### config.mk
export PLATFORM = sky130hd
export DESIGN_NAME = gpio_regbank
export DESIGN_NICKNAME = d
export VERILOG_FILES = /design/src/rtl/gpio_regs_pkg.sv /design/src/rtl/gpio_addr_decode.sv /design/src/rtl/gpio_alias_reg.sv /design/src/rtl/gpio_cfg_bank.sv /design/src/rtl/gpio_regbank.sv
export SDC_FILE = /design/constraint.sdc
export NUM_CORES = 2
export LEC_CHECK = 0
export CORE_AREA = 3 3 468 470
export DETAILED_ROUTE_END_ITERATION = 10
export DIE_AREA = 0 0 471 473
export SYNTH_ARGS = -nofsm -noshare
export SYNTH_HDL_FRONTEND = slang
export SYNTH_HIERARCHICAL = 1
export SYNTH_SLANG_ARGS = --single-unit
### constraint.sdc
create_clock -name clk -period 5.99 [get_ports clk]
set_clock_uncertainty 0.15 [all_clocks]
set_input_delay 1.198 -clock clk [delete_from_list [all_inputs] [get_ports clk]]
set_output_delay 1.198 -clock clk [all_outputs]
set_load 0.005 [all_outputs]
### src/rtl/gpio_regs_pkg.sv
package gpio_regs_pkg;

    localparam int unsigned DATA_W = 32;
    localparam int unsigned ADDR_W = 12;
    localparam int unsigned IDX_W  = 5;

    localparam logic [ADDR_W-1:0] OFF_OUT     = 12'h504;
    localparam logic [ADDR_W-1:0] OFF_OUT_SET = 12'h508;
    localparam logic [ADDR_W-1:0] OFF_OUT_CLR = 12'h50C;
    localparam logic [ADDR_W-1:0] OFF_IN      = 12'h510;
    localparam logic [ADDR_W-1:0] OFF_DIR     = 12'h514;
    localparam logic [ADDR_W-1:0] OFF_DIR_SET = 12'h518;
    localparam logic [ADDR_W-1:0] OFF_DIR_CLR = 12'h51C;
    localparam logic [ADDR_W-1:0] OFF_CFG0    = 12'h700;

    localparam logic [DATA_W-1:0] CFG_RST = 32'h0000_0002;

    typedef enum logic [2:0] {
        TGT_NONE = 3'd0,
        TGT_OUT  = 3'd1,
        TGT_IN   = 3'd2,
        TGT_DIR  = 3'd3,
        TGT_CFG  = 3'd4
    } tgt_e;

    typedef enum logic [1:0] {
        OP_LOAD = 2'd0,
        OP_SET  = 2'd1,
        OP_CLR  = 2'd2
    } wop_e;

    typedef struct packed {
        tgt_e             tgt;
        wop_e             op;
        logic [IDX_W-1:0] idx;
    } dec_t;

    function automatic logic [DATA_W-1:0] apply_op(
        input wop_e              op,
        input logic [DATA_W-1:0] old_v,
        input logic [DATA_W-1:0] wd
    );
        case (op)
            OP_SET:  apply_op = old_v | wd;
            OP_CLR:  apply_op = old_v & ~wd;
            default: apply_op = wd;
        endcase
    endfunction

endpackage

### src/rtl/gpio_addr_decode.sv
module gpio_addr_decode
    import gpio_regs_pkg::*;
#(
    parameter int unsigned NPINS = 32
) (
    input  logic [ADDR_W-1:0] addr,
    output dec_t              dec
);
    localparam logic [ADDR_W-3:0] NWORDS = (ADDR_W-2)'(NPINS);

    logic [ADDR_W-3:0] wrel;

    always_comb begin
        wrel = addr[ADDR_W-1:2] - OFF_CFG0[ADDR_W-1:2];
        dec  = '0;
        case (addr)
            OFF_OUT:     begin dec.tgt = TGT_OUT; dec.op = OP_LOAD; end
            OFF_OUT_SET: begin dec.tgt = TGT_OUT; dec.op = OP_SET;  end
            OFF_OUT_CLR: begin dec.tgt = TGT_OUT; dec.op = OP_CLR;  end
            OFF_IN:      begin dec.tgt = TGT_IN;  dec.op = OP_LOAD; end
            OFF_DIR:     begin dec.tgt = TGT_DIR; dec.op = OP_LOAD; end
            OFF_DIR_SET: begin dec.tgt = TGT_DIR; dec.op = OP_SET;  end
            OFF_DIR_CLR: begin dec.tgt = TGT_DIR; dec.op = OP_CLR;  end
            default: begin
                if (addr[1:0] == 2'b00 && addr >= OFF_CFG0 && wrel < NWORDS) begin
                    dec.tgt = TGT_CFG;
                    dec.op  = OP_LOAD;
                    dec.idx = wrel[IDX_W-1:0];
                end
            end
        endcase
    end
endmodule

### src/rtl/gpio_alias_reg.sv
module gpio_alias_reg
    import gpio_regs_pkg::*;
#(
    parameter int unsigned W   = 32,
    parameter int unsigned IW  = (W > 1) ? $clog2(W) : 1,
    parameter logic [W-1:0] RST = '0
) (
    input  logic              clk,
    input  logic              rst,
    input  logic              wr_en,
    input  wop_e              op,
    input  logic [DATA_W-1:0] wdata,
    input  logic              bit_en,
    input  logic [IW-1:0]     bit_idx,
    input  logic              bit_val,
    output logic [W-1:0]      q
);
    logic [DATA_W-1:0] next_full;

    always_comb next_full = apply_op(op, DATA_W'(q), wdata);

    always_ff @(posedge clk) begin
        if (rst) begin
            q <= RST;
        end else if (wr_en) begin
            q <= next_full[W-1:0];
        end else if (bit_en) begin
            q[bit_idx] <= bit_val;
        end
    end

    // the three write forms
    a_r1_load_replaces: assert property (@(posedge clk) disable iff (rst)
        (wr_en && op == OP_LOAD) |=> q == $past(wdata[W-1:0]));
    a_r1_set_ors: assert property (@(posedge clk) disable iff (rst)
        (wr_en && op == OP_SET) |=> q == ($past(q) | $past(wdata[W-1:0])));
    a_r2_clr_clears: assert property (@(posedge clk) disable iff (rst)
        (wr_en && op == OP_CLR) |=> q == ($past(q) & ~$past(wdata[W-1:0])));
    a_r8_idle_holds: assert property (@(posedge clk) disable iff (rst)
        (!wr_en && !bit_en) |=> $stable(q));
endmodule

### src/rtl/gpio_cfg_bank.sv
module gpio_cfg_bank
    import gpio_regs_pkg::*;
#(
    parameter int unsigned NPINS = 32,
    parameter int unsigned IW    = (NPINS > 1) ? $clog2(NPINS) : 1
) (
    input  logic                               clk,
    input  logic                               rst,
    input  logic                               wr_en,
    input  logic [IW-1:0]                      idx,
    input  logic [DATA_W-1:1]                  wdata_hi,
    output logic [NPINS-1:0][DATA_W-1:1]       cfg_hi
);
    // Bit 0 of each word lives in the direction register; only 31:1 are stored here.
    for (genvar i = 0; i < NPINS; i++) begin : g_pin
        always_ff @(posedge clk) begin
            if (rst) begin
                cfg_hi[i] <= CFG_RST[DATA_W-1:1];
            end else if (wr_en && idx == IW'(i)) begin
                cfg_hi[i] <= wdata_hi;
            end
        end

        // only an addressed configuration write moves the upper bits
        a_r3_upper_bits_hold: assert property (@(posedge clk) disable iff (rst)
            !(wr_en && idx == IW'(i)) |=> $stable(cfg_hi[i]));
        a_r4_word_stored: assert property (@(posedge clk) disable iff (rst)
            (wr_en && idx == IW'(i)) |=> cfg_hi[i] == $past(wdata_hi));
    end
endmodule

### src/rtl/gpio_regbank.sv
module gpio_regbank
    import gpio_regs_pkg::*;
#(
    parameter int unsigned NPINS = 32
) (
    input  logic                    clk,
    input  logic                    rst,
    input  logic                    bus_sel,
    input  logic                    bus_we,
    input  logic [11:0]             bus_addr,
    input  logic [31:0]             bus_wdata,
    output logic [31:0]             bus_rdata,
    output logic                    bus_err,
    input  logic [NPINS-1:0]        pin_in,
    output logic [NPINS-1:0]        gpio_out,
    output logic [NPINS-1:0]        gpio_dir,
    output logic [NPINS*32-1:0]     pin_cfg
);
    localparam int unsigned IW = (NPINS > 1) ? $clog2(NPINS) : 1;

    dec_t                          dec;
    logic                          wr;
    logic [NPINS-1:0]              out_q;
    logic [NPINS-1:0]              dir_q;
    logic [NPINS-1:0]              in_q;
    logic [NPINS-1:0][DATA_W-1:1]  cfg_hi;
    logic [IW-1:0]                 pin_idx;
    logic [DATA_W-1:0]             rd_val;

    gpio_addr_decode #(.NPINS(NPINS)) u_dec (
        .addr (bus_addr),
        .dec  (dec)
    );

    assign wr      = bus_sel && bus_we;
    assign pin_idx = dec.idx[IW-1:0];

    gpio_alias_reg #(.W(NPINS)) u_out (
        .clk     (clk),
        .rst     (rst),
        .wr_en   (wr && dec.tgt == TGT_OUT),
        .op      (dec.op),
        .wdata   (bus_wdata),
        .bit_en  (1'b0),
        .bit_idx ('0),
        .bit_val (1'b0),
        .q       (out_q)
    );

    gpio_alias_reg #(.W(NPINS)) u_dir (
        .clk     (clk),
        .rst     (rst),
        .wr_en   (wr && dec.tgt == TGT_DIR),
        .op      (dec.op),
        .wdata   (bus_wdata),
        .bit_en  (wr && dec.tgt == TGT_CFG),
        .bit_idx (pin_idx),
        .bit_val (bus_wdata[0]),
        .q       (dir_q)
    );

    gpio_cfg_bank #(.NPINS(NPINS)) u_cfg (
        .clk      (clk),
        .rst      (rst),
        .wr_en    (wr && dec.tgt == TGT_CFG),
        .idx      (pin_idx),
        .wdata_hi (bus_wdata[DATA_W-1:1]),
        .cfg_hi   (cfg_hi)
    );

    always_ff @(posedge clk) begin
        if (rst) in_q <= '0;
        else     in_q <= pin_in;
    end

    always_comb begin
        case (dec.tgt)
            TGT_OUT: rd_val = DATA_W'(out_q);
            TGT_IN:  rd_val = DATA_W'(in_q);
            TGT_DIR: rd_val = DATA_W'(dir_q);
            TGT_CFG: rd_val = {cfg_hi[pin_idx], dir_q[pin_idx]};
            default: rd_val = '0;
        endcase
    end

    assign bus_rdata = bus_sel ? rd_val : '0;
    assign bus_err   = bus_sel && dec.tgt == TGT_NONE;
    assign gpio_out  = out_q;
    assign gpio_dir  = dir_q;

    for (genvar i = 0; i < NPINS; i++) begin : g_cfg_out
        assign pin_cfg[i*32 +: 32] = {cfg_hi[i], dir_q[i]};
    end

    // unmapped accesses leave every register alone
    a_r8_err_no_change: assert property (@(posedge clk) disable iff (rst)
        (bus_sel && bus_err) |=> $stable(gpio_out) && $stable(gpio_dir) && $stable(pin_cfg));
    // writes to the input register are ignored
    a_r6_in_write_ignored: assert property (@(posedge clk) disable iff (rst)
        (wr && dec.tgt == TGT_IN) |=> $stable(gpio_out) && $stable(gpio_dir) && $stable(pin_cfg));
    // a configuration write moves the matching direction bit
    a_r4_cfg_to_dir: assert property (@(posedge clk) disable iff (rst)
        (wr && dec.tgt == TGT_CFG) |=> gpio_dir[$past(pin_idx)] == $past(bus_wdata[0]));
    // state right after reset
    a_r7_reset_state: assert property (@(posedge clk) disable iff (rst)
        $past(rst) |-> (gpio_out == '0 && gpio_dir == '0 && in_q == '0));
endmodule

### Word-level counts from Yosys, hierarchy flattened

Cells that the tools add are included.
Widths: inputs -> output; s select.

* add/subtract/negate cells: 1
* magnitude comparators: 4
* equality and inequality tests: 44
* mux-type cells: 16
* bitwise logic cells: 5
* reductions and logical operators: 45

Operators with widths (count)
* $bmux 31 s5: 1
* $pmux 32 s2: 2
* $pmux 32 s4: 1
* $mux 32: 3
* $eq 12x11->1 const B: 7
* $eq 5x5->1 const B: 16
* $and 32x32->32: 2
* $or 32x32->32: 2
* $eq 5x4->1 const B: 8
* $logic_and 1x1->1: 40
* $pmux 5 s7: 1
* $bwmux 32: 1
* $not 32->32: 1
* $mux 31: 1
* $eq 5x3->1 const B: 4
* $ge 12x11->1 const B: 1
* $eq 5x2->1 const B: 2
* $lt 10x6->1 const B: 1
* $mux 10: 1
* $sub 10x9->10 const B: 1
* $reduce_or 7->1: 1
* $eq 3x2->1 const B: 2
* $lt 5x6->1 const B: 1
* $bmux 1 s5: 1
* other kinds (13): 14

* register bits after elaboration: 1088
* bits of input ports: 80
* output and inout bits: 1121
* word-level logic and storage cells: 150

### Longest topological paths before layout

* word-level depth: 12
* depth in mapped cells: 14
* gate-level depth less buffers: 8

### Hierarchy

Netlist, hierarchy kept.

Modules (own cells, without submodules)
* gpio_cfg_bank: instances 1, cells an instance 3366, area each 37741.2 um2, sequential area each 19859.0 um2
* gpio_regbank: instances 1, cells an instance 981, area each 10510.1 um2, sequential area each 640.6 um2
* gpio_alias_reg: instances 2, cells an instance 321, area each 2783.9 um2, sequential area each 640.6 um2
* gpio_addr_decode: instances 1, cells an instance 22, area each 181.4 um2, sequential area each 0.0 um2

### Worst setup path before layout

OpenSTA, ideal clock, no wires.

* path type: in2out
* start: input bus_addr[11]
* end: output bus_rdata[24]
* arrival time: 4.186 ns
* required time: 4.642 ns
* slack: 0.456 ns
* stages on the path: 9
* buffers on the path: 3
* cells stage by stage: or4b_1 -> buf_6 -> nor4b_2 -> and2_1 -> clkbuf_1 -> clkbuf_1 -> a22o_1 -> a21oi_1 -> a311oi_1

RTL lines
* start, declared: line gpio_regbank.sv:10 `input logic [11:0] bus_addr,`
* end, declared: line gpio_regbank.sv:12 `output logic [31:0] bus_rdata,`

==> out/results.ini <==
[status]
outcome = complete, but fails checks
violations = slew limit, setup timing

[detailed_routing]
ant_nets = 0
drtIter0Drc = 5119
first_pass_iters = 6
drc = 0
wl_per_cell_um = 36.0
finalWirelength_mm = 333
vias = 47800
vias_per_cell = 5.17

[clock_tree]
numCtsBuffers = 135
cts-root-buf = clkbuf_16
clkSinkCount = 1088
cts_tree = yes
cts_buffer_depth = 3
clk-insertion-delay-late_ns = 0.78
hold_buffers = 0
cts.reportedPaths.clkPinSlew_ns = 0.06
h-tree-depth = 4

[synthesis]
synth_top_family_by_area = multiplexers
synth_fa_ha_area_frac = 0.000927
ys_seq_area_frac = 0.403
syn_inst = 5011
synthXorXnorAreaFrac = 0
ys_ff_latch = 1088
synth_mux_area_frac = 0.302
synth-edff-count = 0
ys.flop_type = dfxtp_1
syn_area_sq_um = 54000
synth_compound_area_frac = 0.0784
synth_cell_types = 52
synth-simple-area-share = 0.162
avgSynthCellArea_sq_um = 10.8
synth_warnings = 6
synthArstFlopShare = 0

[floorplan]
rows = 170
start_util = 0.251
dieArea_sq_um = 223000
die_w_um = 471
die_h_um = 473
io_pins = 1201
core_sq_um = 215000

[worst_setup_path]
cp-end-kind = output port
worstPathRequired_ns = 4.64
critPathLaunch = bus_addr[1]
worstPathArrival_ns = 4.65
slowest_delay_ns = 0.65
cp_max_fo = 11
path_cells = dlygate4sd2_1 -> or4b_4 -> nor3_4 -> buf_12 -> buf_4 -> buf_12 -> buf_6 -> mux2_2 -> o22ai_1 -> o21ai_0 -> a31oi_1 -> a211oi_1 -> buf_4 -> clkdlybuf4s50_1
critical_path.top_delay_family = buffers and inverters
slowest_stage = or4b_4
crit_buf_inv = 7
r2r_start = u_dir/q[19]
rr_worst_depth = 3
crit_type = in -> out
cp.depth = 14
critPathLaunchType = input port

[sta]
maxSlewHeadroom = -0.428
hold_violations = 0
worst_pin_slew_ns = 2.11
setup_viol = 1
max_freq_ghz = 0.167
rsz0062_at_grt = yes
fin_crit_ns = 6.00
fin_crit_sh = 1.00
slew_viol_final = 18
worst_slack_ns = -0.0112

[power]
power_density_nw_per_um2 = 211
vdd_drop_max_mv = 0.289
p_leak_uw = 0.0333

[worst_hold_path]
hp-start = u_cfg/cfg_hi[100]
min_path_type = reg -> reg
worstHoldPathCells = 2

[job]
drv_cap = 0

[cells_and_area]
drive_above_1_share = 0.195
area_growth_pct = 44.2
fill_cells = 21200
ff_latch_area_sq_um = 21800
nNetsFinal = 6375
post-route-util = 0.362
multi_input_area_sq_um = 30800
final_area_sq_um = 77900

[placed_design]
portBuffers = 1200
place_area_sq_um = 71400
place_congestion = 0.930
dp_hpwl_mm = 251

[grt]
gr-total-overflow = 0
grt_pass1_wl_mm = 439
grt_pass1_vias = 46800
antenna_found_initial = 24
grtUsageTotal = 0.286
grt_start_max_net_pins = 240

-- stage by stage --
step	hold WS [ns]	setup WS, ns	instances	TNS [ns]	total power [uW]
after global placement	0.323	-1.67	8921	-21.93	8070
final	0.338	-0.0112	9241	-0.0112	16500
after global routing	0.360	-0.0702	9235	-0.188	16900
after CTS	0.342	-0.00161	9218	-0.00161	16600
after floorplan	0.325	0.456	5044	0	7750
after detailed placement	0.333	-1.60	8921	-21.67	8070
-- cells by family (layout without fill, tap and decap cells) --
| group | after synthesis | count (layout) |
|---|---|---|
| simple gates | 1431 | 1432 |
| mux | 1376 | 1376 |
| flops | 1088 | 1088 |
| buf+inv | 566 | 1913 |
| compound gates | 545 | 545 |
| fa+ha+maj | 4 | 4 |
| other cells | 1 | 45 |
-- area by class of cell --
| type | count | share of cell area |
|---|---|---|
| antenna | 11 | 0.000354 |
| clock buffer | 193 | 0.0502 |
| clock inverter | 45 | 0.00723 |
| inverter | 5 | 0.000241 |
| multi-input combinational | 3391 | 0.395 |
| sequential | 1088 | 0.280 |
| tap | 2838 | 0.0456 |
| timing repair buffer | 1670 | 0.221 |
-- cell usage in the layout, fill, tap and decap left out, types with 30 or more instances in the layout --
master,instances
a211oi_1,83
a21o_1,64
a21oi_1,32
a22o_1,50
a311oi_1,45
buf_12,114
buf_4,315
buf_6,32
clkbuf_16,139
clkdlybuf4s50_1,1164
conb_1,34
dfxtp_1,1088
mux2_2,96
mux2i_1,1068
mux4_2,192
nand2_1,86
nand2_2,30
nand2b_1,961
nor2_1,61
nor2b_1,161
o221ai_1,64
-- registers in the layout, summed over array words and instances (netlist names) --
signal / flops
u_cfg/cfg_hi: 992
in_q: 32
u_out/q: 32
u_dir/q: 32
-- power by group --
part / total [uW] / internal [uW] / switching (uW)
logic: 679 / 236 / 444
clock network: 8510 / 4940 / 3570
registers: 7270 / 7250 / 15.1
total: 16500 / 12400 / 4030
-- per-layer routing --
| layer | vias to the layer above | GRT usage | routed length (um) | part of all wire |
|---|---|---|---|---|
| met5 | - | 0 | 23 | 0.000069 |
| met4 | 4 | 0.131 | 17700 | 0.053 |
| met3 | 464 | 0.0980 | 32200 | 0.097 |
| met2 | 2466 | 0.441 | 146000 | 0.44 |
| met1 | 24600 | 0.359 | 137000 | 0.41 |
| li1 | 20300 | - | - | - |
-- cells in the mapped netlist (6+ instances only) --
library cell | number | area share
mux4_2 | 192 | 0.080
o21ai_0 | 24 | 0.0022
nand2b_1 | 991 | 0.11
nor3b_2 | 6 | 0.0014
buf_2 | 144 | 0.013
dfxtp_1 | 1088 | 0.40
nor2b_1 | 168 | 0.019
mux2_2 | 96 | 0.020
buf_4 | 84 | 0.012
and3b_1 | 10 | 0.0016
a21oi_1 | 45 | 0.0042
a211oi_1 | 102 | 0.014
clkbuf_1 | 288 | 0.020
a31oi_1 | 32 | 0.0037
nand2_1 | 131 | 0.0091
nor2_1 | 72 | 0.0050
o21ai_1 | 9 | 0.00083
a311oi_1 | 51 | 0.0083
a311oi_2 | 26 | 0.0072
a22o_1 | 64 | 0.010
a22oi_1 | 32 | 0.0044
buf_1 | 6 | 0.00042
o22ai_1 | 32 | 0.0037
mux2i_1 | 1088 | 0.20
a21o_1 | 64 | 0.0089
o221ai_1 | 64 | 0.010
buf_6 | 39 | 0.0081
-- final timing paths --
check / end / slack, ns
max: bus_rdata[5] / -0.01
min: u_cfg/cfg_hi[100] / 0.34
max reg2reg: u_dir/q[19] / 4.35
min reg2reg: u_cfg/cfg_hi[100] / 0.34
-- worst min-delay path: stages (launching register included) --
cell      delay (ns)
dfxtp_1         0.31
nand2b_1        0.06
mux2i_1         0.06
-- timing repair --
item                                    4_1_cts  5_1_grt
cloned                                        5        2
pin swaps                                    46       26
gates resized for setup                     240       77
endpoints found under the setup margin       32       27
setup buffers                                58       14
No activity file was read; power rests on OpenSTA's default activity.
